<file path="src/rtl/tdm8_pkg.sv">
package tdm8_pkg;

  localparam int SAMPLE_W = 32;
  localparam int LEN_W    = 6;

  // word length code to bit count
  function automatic logic [LEN_W-1:0] wlen_bits(input logic [1:0] sel);
    logic [LEN_W-1:0] r;
    case (sel)
      2'd0:    r = 6'd16;
      2'd1:    r = 6'd20;
      2'd2:    r = 6'd24;
      default: r = 6'd32;
    endcase
    return r;
  endfunction

  // sign-extend the low n bits of raw to the full sample width
  function automatic logic [SAMPLE_W-1:0] sext_word(input logic [SAMPLE_W-1:0] raw,
                                                    input logic [LEN_W-1:0] n);
    logic [LEN_W-1:0] sh;
    logic [SAMPLE_W-1:0] up;
    sh = 6'(6'd32 - n);
    up = raw << sh;
    return $unsigned($signed(up) >>> sh);
  endfunction

endpackage

</file>
<file path="src/rtl/tdm8_edge.sv">
module tdm8_edge (
  input  logic bclk,
  input  logic rst_n,
  input  logic fsync,
  output logic frame_start
);

  logic fs_q;

  always_ff @(posedge bclk or negedge rst_n) begin
    if (!rst_n) fs_q <= 1'b0;
    else        fs_q <= fsync;
  end

  assign frame_start = fsync & ~fs_q;

  // a detected edge cannot repeat on the next bit clock
  assert_start_single_R2: assert property (@(posedge bclk) disable iff (!rst_n)
    frame_start |=> !frame_start);

endmodule

</file>
<file path="src/rtl/tdm8_framer.sv">
module tdm8_framer #(
  parameter int NUM_CH = 8,
  localparam int CH_W = $clog2(NUM_CH)
) (
  input  logic                      bclk,
  input  logic                      rst_n,
  input  logic                      frame_start,
  input  logic [1:0]                wlen_sel,
  output logic                      active,
  output logic                      word_done,
  output logic                      last_word,
  output logic                      early_sync,
  output logic [CH_W-1:0]           chan,
  output logic [tdm8_pkg::LEN_W-1:0] cur_len
);
  import tdm8_pkg::*;

  localparam logic [CH_W-1:0] LAST_CH = CH_W'(NUM_CH - 1);

  logic             active_q;
  logic [LEN_W-1:0] bit_q;
  logic [LEN_W-1:0] len_q;
  logic [CH_W-1:0]  chan_q;
  logic             at_lsb;

  assign at_lsb = (bit_q == 6'(len_q - 6'd1));

  always_ff @(posedge bclk or negedge rst_n) begin
    if (!rst_n) begin
      active_q <= 1'b0;
      bit_q    <= '0;
      chan_q   <= '0;
      len_q    <= wlen_bits(2'd0);
    end else if (frame_start) begin
      active_q <= 1'b1;
      bit_q    <= '0;
      chan_q   <= '0;
      len_q    <= wlen_bits(wlen_sel);
    end else if (active_q) begin
      if (at_lsb) begin
        bit_q <= '0;
        if (chan_q == LAST_CH) begin
          active_q <= 1'b0;
          chan_q   <= '0;
        end else begin
          chan_q <= CH_W'(chan_q + 1'b1);
        end
      end else begin
        bit_q <= 6'(bit_q + 6'd1);
      end
    end
  end

  assign active     = active_q;
  assign word_done  = active_q && !frame_start && at_lsb;
  assign last_word  = (chan_q == LAST_CH);
  assign early_sync = frame_start && active_q;
  assign chan       = chan_q;
  assign cur_len    = len_q;

  // bit position stays inside the latched word
  assert_bit_in_word_R4: assert property (@(posedge bclk) disable iff (!rst_n)
    active_q |-> (bit_q < len_q));

  // channels advance by one per completed word
  assert_chan_step_R3: assert property (@(posedge bclk) disable iff (!rst_n)
    (word_done && chan_q != LAST_CH) |=> (chan_q == CH_W'($past(chan_q) + 1'b1)));

  // reception only ends after the last channel's LSB
  assert_end_after_last_R7: assert property (@(posedge bclk) disable iff (!rst_n)
    $fell(active_q) |-> $past(chan_q == LAST_CH && at_lsb));

  // word length held throughout a frame
  assert_len_hold_R6: assert property (@(posedge bclk) disable iff (!rst_n)
    (active_q && !frame_start) |=> (len_q == $past(len_q)));

endmodule

</file>
<file path="src/rtl/tdm8_shifter.sv">
module tdm8_shifter (
  input  logic                           bclk,
  input  logic                           rst_n,
  input  logic                           shift_en,
  input  logic                           sdata,
  output logic [tdm8_pkg::SAMPLE_W-1:0]  raw_word
);
  import tdm8_pkg::*;

  logic [SAMPLE_W-1:0] sh_q;

  always_ff @(posedge bclk or negedge rst_n) begin
    if (!rst_n)        sh_q <= '0;
    else if (shift_en) sh_q <= {sh_q[SAMPLE_W-2:0], sdata};
  end

  // word including the bit being sampled now
  assign raw_word = {sh_q[SAMPLE_W-2:0], sdata};

endmodule

</file>
<file path="src/rtl/tdm8_rx.sv">
module tdm8_rx #(
  parameter int NUM_CH = 8,
  localparam int CH_W = $clog2(NUM_CH)
) (
  input  logic            bclk,
  input  logic            rst_n,
  input  logic            fsync,
  input  logic            sdata,
  input  logic [1:0]      wlen_sel,
  output logic [31:0]     sample_o,
  output logic [CH_W-1:0] chan_o,
  output logic            valid_o,
  output logic            eof_o,
  output logic            frame_err_o
);
  import tdm8_pkg::*;

  localparam logic [CH_W-1:0] LAST_CH = CH_W'(NUM_CH - 1);

  logic                frame_start;
  logic                rx_active;
  logic                word_done;
  logic                last_word;
  logic                early_sync;
  logic [CH_W-1:0]     cur_chan;
  logic [LEN_W-1:0]    cur_len;
  logic [SAMPLE_W-1:0] raw_word;
  logic                shift_en;

  tdm8_edge u_edge (
    .bclk        (bclk),
    .rst_n       (rst_n),
    .fsync       (fsync),
    .frame_start (frame_start)
  );

  tdm8_framer #(.NUM_CH(NUM_CH)) u_framer (
    .bclk        (bclk),
    .rst_n       (rst_n),
    .frame_start (frame_start),
    .wlen_sel    (wlen_sel),
    .active      (rx_active),
    .word_done   (word_done),
    .last_word   (last_word),
    .early_sync  (early_sync),
    .chan        (cur_chan),
    .cur_len     (cur_len)
  );

  assign shift_en = rx_active && !frame_start;

  tdm8_shifter u_shift (
    .bclk     (bclk),
    .rst_n    (rst_n),
    .shift_en (shift_en),
    .sdata    (sdata),
    .raw_word (raw_word)
  );

  always_ff @(posedge bclk or negedge rst_n) begin
    if (!rst_n) begin
      sample_o    <= '0;
      chan_o      <= '0;
      valid_o     <= 1'b0;
      eof_o       <= 1'b0;
      frame_err_o <= 1'b0;
    end else begin
      valid_o <= word_done;
      eof_o   <= word_done && last_word;
      if (word_done) begin
        sample_o <= sext_word(raw_word, cur_len);
        chan_o   <= cur_chan;
      end
      if (early_sync) frame_err_o <= 1'b1;
    end
  end

  // upper bits above the word's sign bit must all agree with it
  logic [31:0] sign_span;
  logic        sign_ok;
  assign sign_span = $unsigned($signed(sample_o) >>> 6'(cur_len - 6'd1));
  assign sign_ok   = (sign_span == '0) || (sign_span == '1);

  // valid is a single-cycle strobe
  assert_valid_pulse_R8: assert property (@(posedge bclk) disable iff (!rst_n)
    valid_o |=> !valid_o);

  // end-of-frame only with the last channel's word
  assert_eof_last_R8: assert property (@(posedge bclk) disable iff (!rst_n)
    eof_o |-> (valid_o && chan_o == LAST_CH));

  // error flag is sticky
  assert_err_sticky_R10: assert property (@(posedge bclk) disable iff (!rst_n)
    frame_err_o |=> frame_err_o);

  // output is properly sign-extended
  assert_sign_ext_R5: assert property (@(posedge bclk) disable iff (!rst_n)
    valid_o |-> sign_ok);

  // words only come out of an active frame
  assert_valid_in_frame_R7: assert property (@(posedge bclk) disable iff (!rst_n)
    valid_o |-> $past(rx_active));

endmodule

</file>
<file path="config.mk">
export PLATFORM = sky130hd
export DESIGN_NAME = tdm8_rx
export DESIGN_NICKNAME = d
export VERILOG_FILES = /design/src/rtl/tdm8_pkg.sv /design/src/rtl/tdm8_edge.sv /design/src/rtl/tdm8_framer.sv /design/src/rtl/tdm8_shifter.sv /design/src/rtl/tdm8_rx.sv
export SDC_FILE = /design/constraint.sdc
export NUM_CORES = 1
export LEC_CHECK = 0
export CAP_MARGIN = 40
export CORE_AREA = 5 5 84 125
export CTS_BUF_LIST = sky130_fd_sc_hd__clkbuf_16
export DETAILED_ROUTE_END_ITERATION = 12
export DIE_AREA = 0 0 89 130
export HOLD_SLACK_MARGIN = 0.06
export PLACE_DENSITY = 0.8
export SYNTH_ARGS = -nofsm -noshare
export SYNTH_HDL_FRONTEND = slang
export SYNTH_SLANG_ARGS = --single-unit
</file>
<file path="constraint.sdc">
create_clock -name bclk -period 4.2 [get_ports bclk]
set_input_delay 1.26 -clock bclk [delete_from_list [all_inputs] [get_ports bclk]]
set_output_delay 1.26 -clock bclk [all_outputs]
set_load 0.01 [all_outputs]
</file>
==> results of run 1 <==
## report_power, final
group / total [W] / switching [W] / internal [W]
clock: 0.000905 / 0.000326 / 0.000579
sequential: 0.00135 / 0.000287 / 0.00107
combinational: 0.00126 / 0.000615 / 0.000647
## flip-flops by register name, indices dropped and copies added, names as in the netlist
| signal | count |
|---|---|
| chan_o | 3 |
| eof_o | 1 |
| frame_err_o | 1 |
| sample_o | 32 |
| u_edge.fs_q | 1 |
| u_framer.active | 1 |
| u_framer.bit_q | 6 |
| u_framer.chan | 3 |
| u_framer.cur_len | 4 |
| u_shift.sh_q | 31 |
| valid_o | 1 |
## area by class of cell
type | instances | area [um^2] | area share (%)
flip-flops and latches | 84 | 2100 | 39.3
clock buffers | 9 | 225 | 4.21
repair buffers | 53 | 515 | 9.63
multi-input cells | 299 | 2230 | 41.7
inverters | 5 | 18.8 | 0.351
well taps | 112 | 140 | 2.62
clock inverters | 7 | 115 | 2.15
## layout by cell type (no fill, tap or decap), drive strengths merged, types with 3 or more instances in the layout
master / netlist / final
a21o: 4 / 4
nand2b: 5 / 5
nor3: 19 / 19
o211ai: 7 / 7
mux2: 47 / 47
nand3: 13 / 13
nor4: 3 / 3
clkbuf: 10 / 9
nand2: 46 / 46
nand4: 4 / 4
clkinv: 0 / 3
o311ai: 3 / 3
ha: 4 / 4
a22o: 4 / 4
nor2b: 3 / 3
inv: 5 / 5
o31ai: 3 / 3
clkdlybuf4s50: 0 / 42
buf: 17 / 11
nor2: 23 / 23
dfrtp: 83 / 83
or3: 4 / 4
xor2: 4 / 4
mux2i: 17 / 17
mux4: 4 / 4
or4: 3 / 3
a22oi: 9 / 9
o21a: 3 / 3
a21oi: 13 / 13
o21ai: 25 / 25
bufinv: 0 / 3
## logic make-up (layout without fill, tap and decap cells)
| group | count (synthesis) | count (layout) | share of synthesized area [%] |
|---|---|---|---|
| AO/OA/AOI/OAI | 92 | 92 | 14.7 |
| buffers and inverters | 32 | 74 | 3.59 |
| AND/OR/NAND/NOR | 128 | 128 | 14.2 |
| multiplexers | 68 | 68 | 17.6 |
| adder cells (fa/ha/maj) | 4 | 4 | 1.11 |
| XOR/XNOR | 7 | 7 | 2.00 |
| flip-flops | 84 | 84 | 46.8 |
## stage by stage
| step | power (W) | hold slack, ps | cell area, um^2 | util [%] |
|---|---|---|---|---|
| after floorplan | 0.00208 | 471 | 4500 | - |
| after global placement | 0.00257 | 442 | 4990 | 54.3 |
| after detailed placement | 0.00261 | 448 | 5010 | 54.5 |
| after CTS | 0.00353 | 464 | 5350 | 58.2 |
| after global routing | 0.00371 | 503 | 5350 | 58.2 |
| final | 0.00352 | 464 | 5350 | 58.2 |
## worst max-delay path: stages (launching register included)
cell and delay [ps]:
dfrtp_1 500, inv_1 100, ha_1 740, xor2_1 230, nand4_1 230, a21oi_1 290
nand3_1 240, buf_4 330, inv_2 130, mux2_2 340
## layer usage
| layer | routed length (um) | part of all wire (%) | global-route usage, % | vias up |
|---|---|---|---|---|
| li1 | - | - | - | 1613 |
| met1 | 4320 | 38 | 25.3 | 1756 |
| met2 | 5920 | 52 | 35.4 | 143 |
| met3 | 575 | 5.0 | 4.04 | 43 |
| met4 | 622 | 5.4 | 12.3 | 0 |
| met5 | 0 | 0 | 0 | - |
## final timing paths
path,from,end,slack (ps),cells past startpoint
worst min-delay path,frame_err_o,frame_err_o,460,1
worst min register to register,frame_err_o,frame_err_o,460,1
max in group asynchronous,rst_n,u_framer.cur_len[4],2640,2
worst max-delay path,u_framer.cur_len[3],sample_o[28],930,9
min in group asynchronous,rst_n,sample_o[21],900,1
worst max register to register,u_framer.cur_len[3],sample_o[28],930,9
==> impl_metrics.json, run 1 <==
{
  "async_flop_share_pct": 100,
  "die_h_um": 130,
  "hold_buffers": 0,
  "relSlewSlack_pct": 54.3,
  "fin_cells": 569,
  "wire_per_inst_um": 20.1,
  "post-cts-setup-buffers": 0,
  "crit_arrival_ps": 3500,
  "setup-violations-final": 0,
  "pre_cts_ws_ps": 740,
  "antenna_cells": 0,
  "via_per_inst": 6.25,
  "worst-path-max-fanout": 35,
  "fin_nets": 462,
  "cp-start-kind": "register",
  "ys_seq_area_share_pct": 46.8,
  "overflow": 0,
  "p_leak_nw": 2.31,
  "yosysMostFrequentCell": "dfrtp_1",
  "irDropWorstVdd_mv": 0.364,
  "post-route-period-util_pct": 77.9,
  "syn_avg_cell_area_um2": 10.8,
  "dp_hpwl_um": 8220,
  "via_count": 3555,
  "power_density_nw_per_um2": 658,
  "ys_warn_count": 0,
  "critPathRequiredTime_ps": 4430,
  "grt_first_pass_wirelength_um": 18300,
  "ctsResizeCount": 0,
  "synth_cell_types": 66,
  "clock_skew_ps": 6.84,
  "hold_violations": 0,
  "drive_above_1_share_pct": 19.0,
  "antenna_found_initial": 0,
  "tns_ps": 0,
  "core_area_um2": 9200,
  "syn_inst": 415,
  "netlist_area_um2": 4500,
  "drv_slew": 0,
  "synth_top_area_share_pct": 46.2,
  "drtPass1Iterations": 5,
  "crit_type": "register to register",
  "io_pins": 44,
  "maxCapViolations": 0,
  "cts_tree": "built",
  "port_buffers": 43,
  "cts_buffer_depth": 2,
  "cts_buffers": 9,
  "rows": 43,
  "netlist_top_cells_area": "dfrtp_1, mux2_2, mux2i_1",
  "route.detailed.drc": 0,
  "synth_edf_count": 0,
  "dieArea_um2": 11600,
  "worst_pin_slew_ps": 686,
  "wl_um": 11400,
  "chipWidth_um": 89,
  "outcome": "completed",
  "cts.sinks": 84,
  "start_util_pct": 48.9,
  "fmax_mhz": 306,
  "drt_iter0_drc": 305,
  "nFillCells": 749,
  "ys_seq_elements": 84,
  "grt_pass1_vias": 3403,
  "grt_use_total_pct": 21.3,
  "hold_path.class": "register to register",
  "cts-root-buf": "clkbuf_16",
  "path_clk_slew_ps": 60,
  "ys.flop_type": "dfrtp_1",
  "cts.htree.levels": 3,
  "syn_to_final_growth_pct": 19.0,
  "post-route-min-period_ps": 3270,
  "layout_setup_ws_ps": 927,
  "synth_top_cell_by_area": "dfrtp_1",
  "grt_max_degree": 44,
  "syn_nets": 425,
  "dp_cells": 553,
  "worst_setup_path_end_kind": "register",
  "place_congestion": 0.970,
  "grt_setup_unrepaired": "false",
  "synth.top_cells.by_count": "dfrtp_1, nand2_1, mux2_2",
  "clk_latency_ps": 350,
  "ant_nets": 0
}
(Power assumes the default switching activity.)
==> run 2: changes to the inputs <==
--- a/config.mk
+++ b/config.mk
@@ -11,7 +11,7 @@
 export DETAILED_ROUTE_END_ITERATION = 12
 export DIE_AREA = 0 0 89 130
 export HOLD_SLACK_MARGIN = 0.06
-export PLACE_DENSITY = 0.8
+export PLACE_DENSITY = 0.82
 export SYNTH_ARGS = -nofsm -noshare
 export SYNTH_HDL_FRONTEND = slang
 export SYNTH_SLANG_ARGS = --single-unit
==> constraint.sdc (replaced) <==
create_clock -name bclk -period 2.7 [get_ports bclk]
set_input_delay 0.81 -clock bclk [delete_from_list [all_inputs] [get_ports bclk]]
set_output_delay 0.81 -clock bclk [all_outputs]
set_load 0.01 [all_outputs]
==> impl_metrics.json, run 2 (synthesis results as in run 1) <==
{
  "crit_buf_inv": 2,
  "reg2reg_depth": 9,
  "max_stage_delay_ps": 500,
  "rrSetupSlack_ps": 120,
  "drtPass1Iterations": 5,
  "antenna_cells": 0,
  "via_count": 3649,
  "die_h_um": 130,
  "crit_family": "multiplexers",
  "drive_above_1_share_pct": 22.8,
  "critPathRequiredTime_ps": 2920,
  "io_pins": 44,
  "tns_ps": 0,
  "cts.htree.levels": 3,
  "cts.sinks": 84,
  "reg2reg_to": "sample_o[6]",
  "drt_iter0_drc": 286,
  "mostFrequentLayoutCells": "dfrtp_1, nand2_1, mux2_2, clkdlybuf4s50_1",
  "r2r_start": "u_framer.cur_len[3]",
  "critical_path.cell_chain": "inv_1 -> ha_4 -> mux2_1 -> mux4_2 -> a22oi_2 -> buf_4 -> nor3_1 -> a21oi_1 -> o211ai_1",
  "start_util_pct": 48.9,
  "power.total_w": 0.00559,
  "grt_first_pass_wirelength_um": 19900,
  "crit_arrival_ps": 2800,
  "crit_type": "register to register",
  "cp_num_cells": 9,
  "drv_slew": 0,
  "fin_nets": 478,
  "switching_share_pct": 34.9,
  "rows": 43,
  "hold_violations": 0,
  "p_int_w": 0.00364,
  "dp_hpwl_um": 8790,
  "via_per_inst": 6.24,
  "relSlewSlack_pct": 58.3,
  "cp-start-kind": "register",
  "post-route-period-util_pct": 95.6,
  "worst_pin_slew_ps": 620,
  "wl_um": 12000,
  "maxCapViolations": 0,
  "post-route-min-period_ps": 2580,
  "syn_to_final_growth_pct": 23.6,
  "cts_buffer_depth": 2,
  "post_dp_cell_area_um2": 5190,
  "pwr-share-seq_pct": 37.6,
  "largest_reg_flops": 32,
  "route.detailed.drc": 0,
  "place_congestion": 1.04,
  "finalInstanceArea_um2": 5560,
  "cts_tree": "built",
  "core_area_um2": 9200,
  "fmax_mhz": 388,
  "switchingPower_w": 0.00195,
  "path_clk_slew_ps": 70,
  "antenna_found_initial": 0,
  "worst_setup_path_end_kind": "register",
  "cts_buffers": 9,
  "worst_path_max_delay_cell": "mux4_2",
  "power_frac_comb_pct": 37.3,
  "outcome": "completed",
  "grt_setup_unrepaired": "false",
  "irDropWorstVdd_mv": 0.491,
  "hold_buffers": 0,
  "grt_pass1_vias": 3688,
  "post-cts-setup-buffers": 0,
  "hold_path.class": "primary input to asynchronous set/reset pin",
  "chipWidth_um": 89,
  "port_buffers": 43,
  "setup-violations-final": 0,
  "worst-path-max-fanout": 23,
  "power_density_nw_per_um2": 1010,
  "grt_use_total_pct": 22.8,
  "dieArea_um2": 11600,
  "clk_latency_ps": 340,
  "grt_max_degree": 46,
  "reg_top3": "sample_o x32, u_shift.sh_q x31, u_framer.bit_q x6",
  "overflow": 0,
  "wire_per_inst_um": 20.6,
  "holdWs_ps": 446,
  "ant_nets": 0,
  "cts-root-buf": "clkbuf_16",
  "clock_skew_ps": 10.4,
  "top_register": "sample_o",
  "final_common_cell": "dfrtp_1",
  "clockPowerShare_pct": 25.1,
  "p_leak_nw": 2.42
}
## run 2: routing by layer
| layer | vias to the layer above | track usage (%) | wire length, um |
|---|---|---|---|
| met4 | 0 | 13.0 | 591 |
| met5 | - | 0 | 0 |
| li1 | 1647 | - | - |
| met1 | 1791 | 27.3 | 4580 |
| met3 | 42 | 3.85 | 620 |
| met2 | 169 | 38.1 | 6250 |
## run 2: power groups by stage
stage | clock network [W] | registers (W) | logic [W]
3_5_place_dp | 0 | 0.00211 | 0.00207
3_3_place_gp | 0 | 0.00208 | 0.00203
5_1_grt | 0.00149 | 0.00214 | 0.00226
2_1_floorplan | 0 | 0.00201 | 0.00125
4_1_cts | 0.00143 | 0.00209 | 0.00209
6_report | 0.00140 | 0.00211 | 0.00209
## run 2: cell type report
type	instances	area, um^2
inverters	5	21.3
well taps	112	140
fillers	717	3640
multi-input cells	299	2280
clock inverters	7	116
repair buffers	69	673
clock buffers	9	225
flip-flops and latches	84	2100
## run 2: worst max path at each step
stage | from | endpoint
CTS | u_framer.cur_len[3] | sample_o[6]
floorplan | u_framer.cur_len[2] | sample_o[18]
global route | u_framer.cur_len[3] | sample_o[26]
finish | u_framer.cur_len[3] | sample_o[6]
global placement | sdata | sample_o[28]
detailed placement | u_framer.cur_len[2] | sample_o[6]
## run 2: through the flow
| step | cells | setup slack (ps) | utilization (%) |
|---|---|---|---|
| 6_report | 585 | 119 | 60.4 |
| 5_1_grt | 585 | 7.77 | 60.4 |
| 4_1_cts | 585 | 110 | 60.3 |
| 3_5_place_dp | 569 | 0.491 | 56.4 |
| 3_3_place_gp | 569 | 93.7 | 56.4 |
| 2_1_floorplan | 415 | 11.7 | - |
## run 2: repair_timing
item,CTS,global route
endpoints found under the setup margin,1,3
cloned,0,0
pin swaps,0,0
gates resized for setup,1,2
